`src/rtl/iirl_pkg.sv`:
```
package iirl_pkg;
  localparam int SW    = 16;
  localparam int PW    = 2 * SW;
  localparam int ACC_W = 64;

  typedef logic signed [SW-1:0]    q15_t;
  typedef logic signed [PW-1:0]    prod_t;
  typedef logic signed [ACC_W-1:0] acc_t;

  function automatic prod_t ext16(input q15_t a);
    return {{(PW-SW){a[SW-1]}}, a};
  endfunction

  function automatic acc_t ext32(input prod_t a);
    return {{(ACC_W-PW){a[PW-1]}}, a};
  endfunction

  function automatic q15_t sat16(input acc_t x);
    if (x > acc_t'(32767))       return 16'sh7fff;
    else if (x < -acc_t'(32768)) return 16'sh8000;
    else                         return x[SW-1:0];
  endfunction
endpackage

```
`src/rtl/lattice_cell.sv`:
```
module lattice_cell
  import iirl_pkg::*;
(
  input  q15_t f_in,
  input  q15_t s_in,
  input  q15_t k,
  input  q15_t w,
  input  acc_t acc_in,
  output q15_t f_out,
  output q15_t b_out,
  output acc_t acc_out
);
  prod_t p_ks, p_kf, p_bw;
  acc_t  f_wide, b_wide;

  always_comb begin
    p_ks    = ext16(k) * ext16(s_in);
    f_wide  = ext32(ext16(f_in)) - ext32(p_ks >>> 15);
    f_out   = sat16(f_wide);
    p_kf    = ext16(k) * ext16(f_out);
    b_wide  = ext32(p_kf >>> 15) + ext32(ext16(s_in));
    b_out   = sat16(b_wide);
    p_bw    = ext16(b_out) * ext16(w);
    acc_out = acc_in + ext32(p_bw);
  end
endmodule

```
`src/rtl/lattice_coefs.sv`:
```
module lattice_coefs
  import iirl_pkg::*;
#(
  parameter  int STAGES = 4,
  localparam int ADDR_W = $clog2(2 * STAGES + 1),
  localparam int IDX_W  = (STAGES > 1) ? $clog2(STAGES) : 1
) (
  input  logic              clk,
  input  logic              rst_n,
  input  logic              idle,
  input  logic              wr_en,
  input  logic [ADDR_W-1:0] wr_addr,
  input  q15_t              wr_data,
  input  logic [IDX_W-1:0]  rd_idx,
  output q15_t              k_sel,
  output q15_t              w_sel,
  output q15_t              w_last
);
  q15_t [STAGES-1:0] gain_q;
  q15_t [STAGES:0]   wt_q;
  logic              wr_ok;

  assign wr_ok = wr_en && idle;

  for (genvar i = 0; i < STAGES; i++) begin : g_gain
    always_ff @(posedge clk or negedge rst_n) begin
      if (!rst_n) gain_q[i] <= '0;
      else if (wr_ok && wr_addr == ADDR_W'(i)) gain_q[i] <= wr_data;
    end
  end

  for (genvar j = 0; j <= STAGES; j++) begin : g_wt
    always_ff @(posedge clk or negedge rst_n) begin
      if (!rst_n) wt_q[j] <= '0;
      else if (wr_ok && wr_addr == ADDR_W'(STAGES + j)) wt_q[j] <= wr_data;
    end
  end

  assign k_sel  = gain_q[rd_idx];
  assign w_sel  = wt_q[rd_idx];
  assign w_last = wt_q[STAGES];

  // coefficients are frozen while a sample is in flight
  a_r7_frozen_busy: assert property (@(posedge clk) disable iff (!rst_n)
    !idle |=> ($stable(gain_q) && $stable(wt_q)));
endmodule

```
`src/rtl/lattice_state.sv`:
```
module lattice_state
  import iirl_pkg::*;
#(
  parameter  int STAGES = 4,
  localparam int IDX_W  = (STAGES > 1) ? $clog2(STAGES) : 1
) (
  input  logic             clk,
  input  logic             rst_n,
  input  logic             clr,
  input  logic             b_we,
  input  logic [IDX_W-1:0] b_idx,
  input  q15_t             b_val,
  input  logic             commit,
  input  q15_t             f_final,
  input  logic [IDX_W-1:0] rd_idx,
  output q15_t             s_sel
);
  q15_t [STAGES-1:0] st_q;

  if (STAGES > 1) begin : g_multi
    // pend_q[i] holds the backward value of section i+1 until commit
    q15_t [STAGES-2:0] pend_q;

    always_ff @(posedge clk or negedge rst_n) begin
      if (!rst_n) begin
        st_q   <= '0;
        pend_q <= '0;
      end else if (clr) begin
        st_q   <= '0;
        pend_q <= '0;
      end else begin
        if (b_we && b_idx != '0) pend_q[b_idx - 1'b1] <= b_val;
        if (commit) st_q <= {f_final, pend_q};
      end
    end

    // section 0 inherits the backward value of section 1
    a_r6_shift: assert property (@(posedge clk) disable iff (!rst_n)
      (commit && !clr) |=> (st_q[0] == $past(pend_q[0])));
  end else begin : g_single
    always_ff @(posedge clk or negedge rst_n) begin
      if (!rst_n)      st_q <= '0;
      else if (clr)    st_q <= '0;
      else if (commit) st_q[0] <= f_final;
    end
  end

  assign s_sel = st_q[rd_idx];

  // bottom state takes the final forward value
  a_r6_bottom: assert property (@(posedge clk) disable iff (!rst_n)
    (commit && !clr) |=> (st_q[STAGES-1] == $past(f_final)));
  // clear empties every state word
  a_r8_clear_zero: assert property (@(posedge clk) disable iff (!rst_n)
    clr |=> (st_q == '0));
endmodule

```
`src/rtl/lattice_ladder_iir.sv`:
```
module lattice_ladder_iir
  import iirl_pkg::*;
#(
  parameter  int STAGES     = 4,
  parameter  int MAX_STAGES = 16,
  localparam int ADDR_W     = $clog2(2 * STAGES + 1)
) (
  input  logic              clk,
  input  logic              rst_n,
  input  logic              clr,
  input  logic              in_valid,
  output logic              in_ready,
  input  logic [15:0]       in_data,
  output logic              out_valid,
  output logic [15:0]       out_data,
  input  logic              cfg_we,
  input  logic [ADDR_W-1:0] cfg_addr,
  input  logic [15:0]       cfg_data
);
  localparam int IDX_W = (STAGES > 1) ? $clog2(STAGES) : 1;
  localparam logic [IDX_W-1:0] LAST_IDX = IDX_W'(STAGES - 1);

  if (STAGES < 1 || STAGES > MAX_STAGES) begin : g_bad_cfg
    $error("lattice_ladder_iir: STAGES out of range");
  end

  typedef enum logic [1:0] {S_IDLE, S_RUN, S_FINISH} phase_e;

  phase_e           phase_q;
  logic [IDX_W-1:0] idx_q;
  q15_t             f_q, out_q;
  acc_t             acc_q, acc_fin;
  logic             ovalid_q;
  q15_t             k_sel, w_sel, w_last, s_sel;
  q15_t             f_nx, b_nx;
  acc_t             acc_nx;
  prod_t            p_last;
  logic             idle, run, commit;

  assign idle     = (phase_q == S_IDLE);
  assign run      = (phase_q == S_RUN) && !clr;
  assign commit   = (phase_q == S_FINISH) && !clr;
  assign in_ready = idle && !clr;

  lattice_coefs #(.STAGES(STAGES)) u_coefs (
    .clk(clk), .rst_n(rst_n), .idle(idle),
    .wr_en(cfg_we), .wr_addr(cfg_addr), .wr_data(cfg_data),
    .rd_idx(idx_q), .k_sel(k_sel), .w_sel(w_sel), .w_last(w_last)
  );

  lattice_state #(.STAGES(STAGES)) u_state (
    .clk(clk), .rst_n(rst_n), .clr(clr),
    .b_we(run), .b_idx(idx_q), .b_val(b_nx),
    .commit(commit), .f_final(f_q),
    .rd_idx(idx_q), .s_sel(s_sel)
  );

  lattice_cell u_cell (
    .f_in(f_q), .s_in(s_sel), .k(k_sel), .w(w_sel), .acc_in(acc_q),
    .f_out(f_nx), .b_out(b_nx), .acc_out(acc_nx)
  );

  always_comb begin
    p_last  = ext16(f_q) * ext16(w_last);
    acc_fin = acc_q + ext32(p_last);
  end

  always_ff @(posedge clk or negedge rst_n) begin
    if (!rst_n) begin
      phase_q  <= S_IDLE;
      idx_q    <= '0;
      f_q      <= '0;
      acc_q    <= '0;
      out_q    <= '0;
      ovalid_q <= 1'b0;
    end else begin
      ovalid_q <= 1'b0;
      if (clr) begin
        phase_q <= S_IDLE;
        idx_q   <= '0;
      end else begin
        unique case (phase_q)
          S_IDLE: if (in_valid) begin
            f_q     <= in_data;
            acc_q   <= '0;
            idx_q   <= '0;
            phase_q <= S_RUN;
          end
          S_RUN: begin
            f_q   <= f_nx;
            acc_q <= acc_nx;
            if (idx_q == LAST_IDX) phase_q <= S_FINISH;
            else                   idx_q   <= idx_q + 1'b1;
          end
          S_FINISH: begin
            out_q    <= sat16(acc_fin >>> 15);
            ovalid_q <= 1'b1;
            idx_q    <= '0;
            phase_q  <= S_IDLE;
          end
          default: phase_q <= S_IDLE;
        endcase
      end
    end
  end

  assign out_valid = ovalid_q;
  assign out_data  = out_q;

  // output strobe lasts one cycle
  a_r2_single_pulse: assert property (@(posedge clk) disable iff (!rst_n)
    out_valid |=> !out_valid);
  // an accepted sample blocks further input
  a_r2_busy_after_accept: assert property (@(posedge clk) disable iff (!rst_n)
    (in_valid && in_ready) |=> !in_ready);
  // ready returns together with the output strobe
  a_r2_ready_with_out: assert property (@(posedge clk) disable iff (!rst_n)
    (out_valid && !clr) |-> in_ready);
  // no acceptance while clearing
  a_r8_no_ready_clr: assert property (@(posedge clk) disable iff (!rst_n)
    clr |-> !in_ready);
  // output data holds between strobes
  a_r9_hold: assert property (@(posedge clk) disable iff (!rst_n)
    !out_valid |-> $stable(out_data));
endmodule

```
`config.mk`:
```
export PLATFORM = sky130hd
export DESIGN_NAME = lattice_ladder_iir
export DESIGN_NICKNAME = d
export VERILOG_FILES = /design/src/rtl/iirl_pkg.sv /design/src/rtl/lattice_cell.sv /design/src/rtl/lattice_coefs.sv /design/src/rtl/lattice_state.sv /design/src/rtl/lattice_ladder_iir.sv
export SDC_FILE = /design/constraint.sdc
export NUM_CORES = 2
export LEC_CHECK = 0
export ABC_AREA = 1
export ABC_CLOCK_PERIOD_IN_PS = 28900
export BUFFER_PORTS_ARGS = -buffer_cell sky130_fd_sc_hd__buf_2
export CELL_PAD_IN_SITES_DETAIL_PLACEMENT = 1
export CELL_PAD_IN_SITES_GLOBAL_PLACEMENT = 1
export CORE_MARGIN = 1.5
export CORE_UTILIZATION = 29
export DETAILED_ROUTE_END_ITERATION = 8
export PLACE_DENSITY_LB_ADDON = 0.1
export SKIP_CTS_REPAIR_TIMING = 1
export SLEW_MARGIN = 10
export SYNTH_ARGS = -nofsm -noshare
export SYNTH_HDL_FRONTEND = slang
export SYNTH_SLANG_ARGS = --single-unit
```
`constraint.sdc`:
```
create_clock -name clk -period 28.9 [get_ports clk]
set_clock_uncertainty 0.1 [all_clocks]
set_input_delay 5.78 -clock clk [delete_from_list [all_inputs] [get_ports clk]]
set_output_delay 5.78 -clock clk [all_outputs]
set_load 0.05 [all_outputs]
```
[Word level (Yosys, flattened, before mapping)]
Index checks and enable logic that the tools add are counted.
Operators by class
  add/sub/neg operators: 6
  multiply operators: 4
  $lt $le $gt $ge: 10
  eq/ne operators: 15
  mux-type cells: 33
  bitwise gates (word level): 1
  reductions and logical operators: 27
Operators by type and width (number)
  64-bit 2-to-1 mux: 3
  16-bit 2-to-1 mux: 11
  64-bit by 32-bit adder with 64-bit output: 2
  64-bit by 16-bit greater-than comparator with 1-bit output (second input constant): 2
  64-bit by 16-bit < comparator with 1-bit output (second input constant): 2
  16-bit by 16-bit multiplier with 32-bit output: 4
  64-bit one-hot mux with 2 select lines: 1
  16-bit binary-select mux with 2-bit select: 3
  48-bit 2-to-1 mux: 2
  49-bit by 16-bit greater-than comparator with 1-bit output (second input constant): 1
  49-bit by 16-bit < comparator with 1-bit output (second input constant): 1
  48-bit bitwise mux: 1
  16-bit demux with 2-bit select: 1
  16-bit one-hot mux with 2 select lines: 1
  17-bit by 16-bit adder with 18-bit output: 1
  16-bit by 17-bit subtractor with 18-bit output: 1
  4-bit by 3-bit == test with 1-bit output (second input constant): 4
  1-bit logical AND: 15
  2-bit 2-to-1 mux: 6
  4-bit by 2-bit == test with 1-bit output (second input constant): 2
  2-bit nonzero test: 4
  2-bit by 3-bit < comparator with 1-bit output (second input constant): 2
  3-bit != test (second input constant): 2
  2-bit one-hot mux with 3 select lines: 1
  other kinds (19): 23
Storage, ports and cells
  bits in registers: 357

[Depth between registers and ports, before layout]
  word-level depth: 15
  depth in mapped cells: 125

[By module]
From an unflattened synthesis, not the netlist that was laid out.
Second synthesis, totals
  cell total of the unflattened synthesis: 9387
  area total of the unflattened synthesis: 73754.5 um2
Modules (own cells, without submodules)
  lattice_cell: instances 1, cells each 4695, area an instance 38105.3 um2
  lattice_ladder_iir: instances 1, cells each 3103, area an instance 23114.7 um2
  lattice_coefs: instances 1, cells each 918, area an instance 7081.8 um2
  lattice_state: instances 1, cells each 671, area an instance 5452.7 um2

[Worst setup path after synthesis]
OpenSTA, ideal clock, no wires.
  kind: register to register
  start: register idx_q[0]
  end: register acc_q[62]
  data arrival time: 21.004 ns
  setup slack: 7.673 ns
  cell stages (with the launch flop): 93
  buffers on the path: 4
  cells stage by stage: dfrtp_1 > buf_4 > buf_2 > nand2_1 > a32oi_1 > clkinv_1 > clkbuf_1 > nor2_1 > inv_1 > fa_1 > inv_1 > fa_1 > fa_1 > fa_1 > fa_1 > inv_1 > fa_1 > inv_1 > (+57 left out) > fa_1 > inv_1 > fa_1 > inv_1 > ha_1 > nand2_1 > nor2_1 > inv_1 > nor2_1 > inv_1 > nor4_1 > nand4_1 > o211ai_1 > nand3_1 > o211ai_1 > a21oi_1 > o21ai_0 > nand2_1
On the way
  cells in the longest elaborated chain, start to end: 15
  elaborated cells on any way between the ends: 21
  classes of those cells: add/sub (3); mul (3); order compare (4); mux (11)
Ends and longest elaborated chain
  start, declared: RTL line lattice_ladder_iir.sv:30  | logic [IDX_W-1:0] idx_q;
  start signal, assigned: RTL line lattice_ladder_iir.sv:93  | else idx_q <= idx_q + 1'b1;
  16-bit binary-select mux with 2-bit select (on tied branches): RTL line lattice_coefs.sv:39, lattice_state.sv:48
  16-bit 2-to-1 mux (on tied branches): RTL line lattice_coefs.sv:39, lattice_state.sv:48
  16-bit by 16-bit multiplier with 32-bit output: RTL line lattice_cell.sv:17  | p_ks = ext16(k) * ext16(s_in);
  16-bit by 17-bit subtractor with 18-bit output: RTL line lattice_cell.sv:18  | f_wide = ext32(ext16(f_in)) - ext32(p_ks >>> 15);
  64-bit by 16-bit < comparator with 1-bit output: RTL line iirl_pkg.sv:20  | else if (x < -acc_t'(32768)) return 16'sh8000;
  16-bit 2-to-1 mux: RTL line iirl_pkg.sv:20
  16-bit 2-to-1 mux: RTL line iirl_pkg.sv:19  | if (x > acc_t'(32767)) return 16'sh7fff;
  16-bit by 16-bit multiplier with 32-bit output: RTL line lattice_cell.sv:20  | p_kf = ext16(k) * ext16(f_out);
  17-bit by 16-bit adder with 18-bit output: RTL line lattice_cell.sv:21  | b_wide = ext32(p_kf >>> 15) + ext32(ext16(s_in));
  64-bit by 16-bit < comparator with 1-bit output: RTL line iirl_pkg.sv:20
  16-bit 2-to-1 mux: RTL line iirl_pkg.sv:20
  16-bit 2-to-1 mux: RTL line iirl_pkg.sv:19
  16-bit by 16-bit multiplier with 32-bit output (*): RTL line lattice_cell.sv:23  | p_bw = ext16(b_out) * ext16(w);
  64-bit by 32-bit adder with 64-bit output (*): RTL line lattice_cell.sv:24  | acc_out = acc_in + ext32(p_bw);
  64-bit one-hot mux with 2 select lines (*): RTL line lattice_ladder_iir.sv:82  | unique case (phase_q)
  end signal, assigned: RTL line lattice_ladder_iir.sv:91  | acc_q <= acc_nx;
  end, declared: RTL line lattice_ladder_iir.sv:32  | acc_t acc_q, acc_fin;
Every way passes the cells marked *; elsewhere a longest branch is shown, timed or not. The select of a mux whose other input is x is not followed.
A chain may end at the register's enable or synchronous reset.

[Worst setup path after layout]
  start: register idx_q[1]
  end: register acc_q[50]
The elaborated chain is that of the path after synthesis.

==> impl_metrics.csv <==
group,metric,value,unit
run_status,status,"completed",
yosys,async_reset_ff_share,100,%
yosys,synth_ff_type,"dfrtp_1",
global_route,grt_max_degree,76,
route,num_vias,57800,
cts,clk_latency,0.68,ns
setup_path,cp_common_cell,"nand2_1",
cts,cts_made_buffers,50,
global_route,grt_pass1_wl,427000,um
sta,max_freq,37.6,MHz
floorplan,core_area,246000,um2
cts,htreeDepth,2,
route,via_per_inst,4.65,
setup_path,max_stage_delay,0.73,ns
worst_hold_path,hold_class,"reg -> reg",
finish,drive_above_1_share,4.99,%
placed_design,place_hpwl,231000,um
cts,cts_root_buf,"clkbuf_16",
finish,fill_cells,29900,
sta,tightestPinTransition,1.16,ns
finish,final_nets,11000,
sta,hold_viol_final,0,
route,wl_per_cell,22.2,um
floorplan,io_pins,59,
sta,final_max_slew_viol_count,0,
yosys,netlist_instances,9093,
yosys,syn_nets,11000,
floorplan,start_util,29.2,%
route,postRouteAntennaNets,0,
yosys,yosysWarnings,0,
cts,clock_tree.buffer_depth,3,
route,first_pass_iters,7,
yosys,synth_area_leaders,"fa_1 (38%), dfrtp_1 (12%), inv_1 (11%)",
placed_design,globalplace.congestion,0.873,
route,drc,0,
floorplan,die-width,501,um
yosys,ys_ff_latch,357,
global_route,grt_pass1_vias,66200,
floorplan,die_h,501,um
placed_design,port_buffers,58,
setup_path,endpoint_kind,"flip-flop",
floorplan,dieArea,251000,um2
floorplan,fp-row-count,182,
setup_path,crit_path_start_kind,"flip-flop",
flow_run,max-cap-violations,0,
cts,clk_pin_slew_worst_paths,0.06,ns
yosys,synth-compound-area-share,7.03,%
setup_path,worstPathRequired,29.35,ns
sta,setup_viol,0,
sta,min_period_over_period,91.9,%
yosys,synth_top_area_share,38.2,%
yosys,syn_area,72000,um2
finish,syn2layout_area_growth,8.50,%
global_route,antenna_found_initial,6,
global_route,overflow,0,
setup_path,cp_slowest_cell,"clkinv_2",
cts,clock_sinks,357,
setup_path,worstPathMaxFanout,42,
yosys,synth_xor_area_share,1.37,%
setup_path,crit_type,"reg -> reg",
route,routed_wl,276000,um
yosys,synth_top_family_by_area,"adder cells",
yosys,synth_cell_type_count,58,
global_route,grt_usage,22.6,%
sta,final.min_clock_period,26.57,ns
yosys,avgSynthCellArea,7.92,um2
sta,rsz0062_at_grt,"no",
sta,slew-limit-headroom,22.3,%
sta,setup_tns,0,ns
yosys,yosys.area.top_type,"fa_1",
yosys,synth_enable_flop_cells,0,
yosys,synth-simple-area-share,18.6,%
setup_path,arrival,27.02,ns
yosys,synthAdderAreaFrac,47.3,%
route,drtIter0Drc,2547,
yosys,synthMuxAreaShare,0,%
cts,tritoncts,"built",
yosys,seq_area_frac_synth,12.4,%
[critical path, delay by kind of cell, from the launching register on]
kind,cells,cell delay (ns)
compound gates,16,4.46
xor+xnor,1,0.16
simple gates,38,6.34
flops,1,0.66
buf+inv,17,3.62
fa+ha+maj,23,10.88
[cell usage after synthesis (all sizes together), types with 8 or more instances]
| cell | number |
|---|---|
| inv | 2221 |
| nand2 | 2205 |
| o31ai | 18 |
| fa | 1375 |
| nand3 | 213 |
| nand4 | 43 |
| a21oi | 295 |
| o22ai | 35 |
| o21bai | 17 |
| clkbuf | 208 |
| ha | 522 |
| o211ai | 8 |
| nand3b | 11 |
| a32oi | 43 |
| buf | 62 |
| or2 | 49 |
| nor4 | 9 |
| and3 | 11 |
| nor2 | 781 |
| a31oi | 29 |
| xnor2 | 49 |
| nor3 | 18 |
| o21ai | 381 |
| dfrtp | 357 |
| a21boi | 11 |
| xor2 | 62 |
| a21o | 10 |
| o21a | 16 |
[cells in the final DEF, fill, tap and decap left out, types with 8 or more instances in the layout]
cell type	count
a21boi_0	10
a21o_1	10
a21oi_1	292
a31oi_1	29
a32oi_1	34
a32oi_2	9
and3_1	11
buf_2	57
buf_4	119
bufinv_16	8
clkbuf_1	8
clkbuf_16	50
clkbuf_8	10
clkinv_1	8
dfrtp_1	356
fa_1	1373
ha_1	522
inv_1	2192
inv_2	27
nand2_1	2157
nand2_2	44
nand3_1	206
nand3b_1	10
nand4_1	43
nor2_1	755
nor2_2	22
nor3_1	17
nor4_1	9
o211ai_1	8
o21a_1	16
o21ai_0	350
o21ai_1	18
o21ai_2	12
o21bai_1	17
o22ai_1	35
o31ai_1	18
or2_2	48
xnor2_1	49
xor2_1	60
[logic make-up after synthesis]
kind of cell / count (synthesis)
AOI/OAI and AO/OA: 888
xor gates and xnor gates: 111
DFF: 357
adders and majority gates: 1897
and+or+nand+nor: 3342
buffers and inverters: 2498
[per-layer routing]
metal	GRT usage, %	up-vias	wire length, um
met2	40.9	664	141000
met3	1.24	246	5140
met5	0	-	0
met1	28.9	30000	121000
met4	6.54	0	9010
li1	-	26800	-
[sequential cells by signal (all words and copies together), names as in the netlist, 16 cells and up]
| register | cells |
|---|---|
| f_q | 16 |
| acc_q | 64 |
| u_coefs.w_last | 16 |
| u_coefs.gain_q | 64 |
| u_state.st_q | 64 |
| out_data | 16 |
| u_coefs.wt_q | 64 |
| u_state.g_multi.pend_q | 48 |
[metrics by stage]
stage / worst slack [ns] / instance area, um2 / instances / hold WS [ns] / utilization [%]
4_1_cts: 2.32 / 78100 / 12400 / 0.375 / 31.7
6_report: 2.33 / 78100 / 12400 / 0.375 / 31.7
5_1_grt: 0.685 / 78100 / 12400 / 0.393 / 31.7
2_1_floorplan: 7.67 / 72000 / 9093 / 0.342 / -
3_5_place_dp: 2.44 / 76200 / 12300 / 0.359 / 30.9
3_3_place_gp: 2.44 / 76200 / 12300 / 0.352 / 30.9
[area by class of cell]
| cell class | instances | area [um2] | share of cell area (%) |
|---|---|---|---|
| Antenna cell | 1 | 2.50 | 0.00320 |
| Multi-Input combinational cell | 6238 | 53600 | 68.6 |
| Clock inverter | 26 | 434 | 0.556 |
| Timing Repair Buffer | 177 | 1190 | 1.53 |
| Inverter | 2228 | 8360 | 10.7 |
| Clock buffer | 68 | 1420 | 1.82 |
| Tap cell | 3312 | 4140 | 5.31 |
| Sequential cell | 357 | 8940 | 11.4 |
[final timing paths]
path / start / cells past startpoint / endpoint / slack [ns]
setup / recovery: idx_q[1] / 95 / acc_q[50] / 2.33
hold / removal: u_state.g_multi.pend_q[36] / 2 / u_state.st_q[36] / 0.37
setup reg to reg: idx_q[1] / 95 / acc_q[50] / 2.33
hold reg to reg: u_state.g_multi.pend_q[36] / 2 / u_state.st_q[36] / 0.37
max in group asynchronous: rst_n / 3 / idx_q[0] / 21.26
min in group asynchronous: rst_n / 1 / acc_q[55] / 4.96
Power is not shown: default switching activity piles up to over one toggle a cycle in this logic, so the estimate is an artifact.
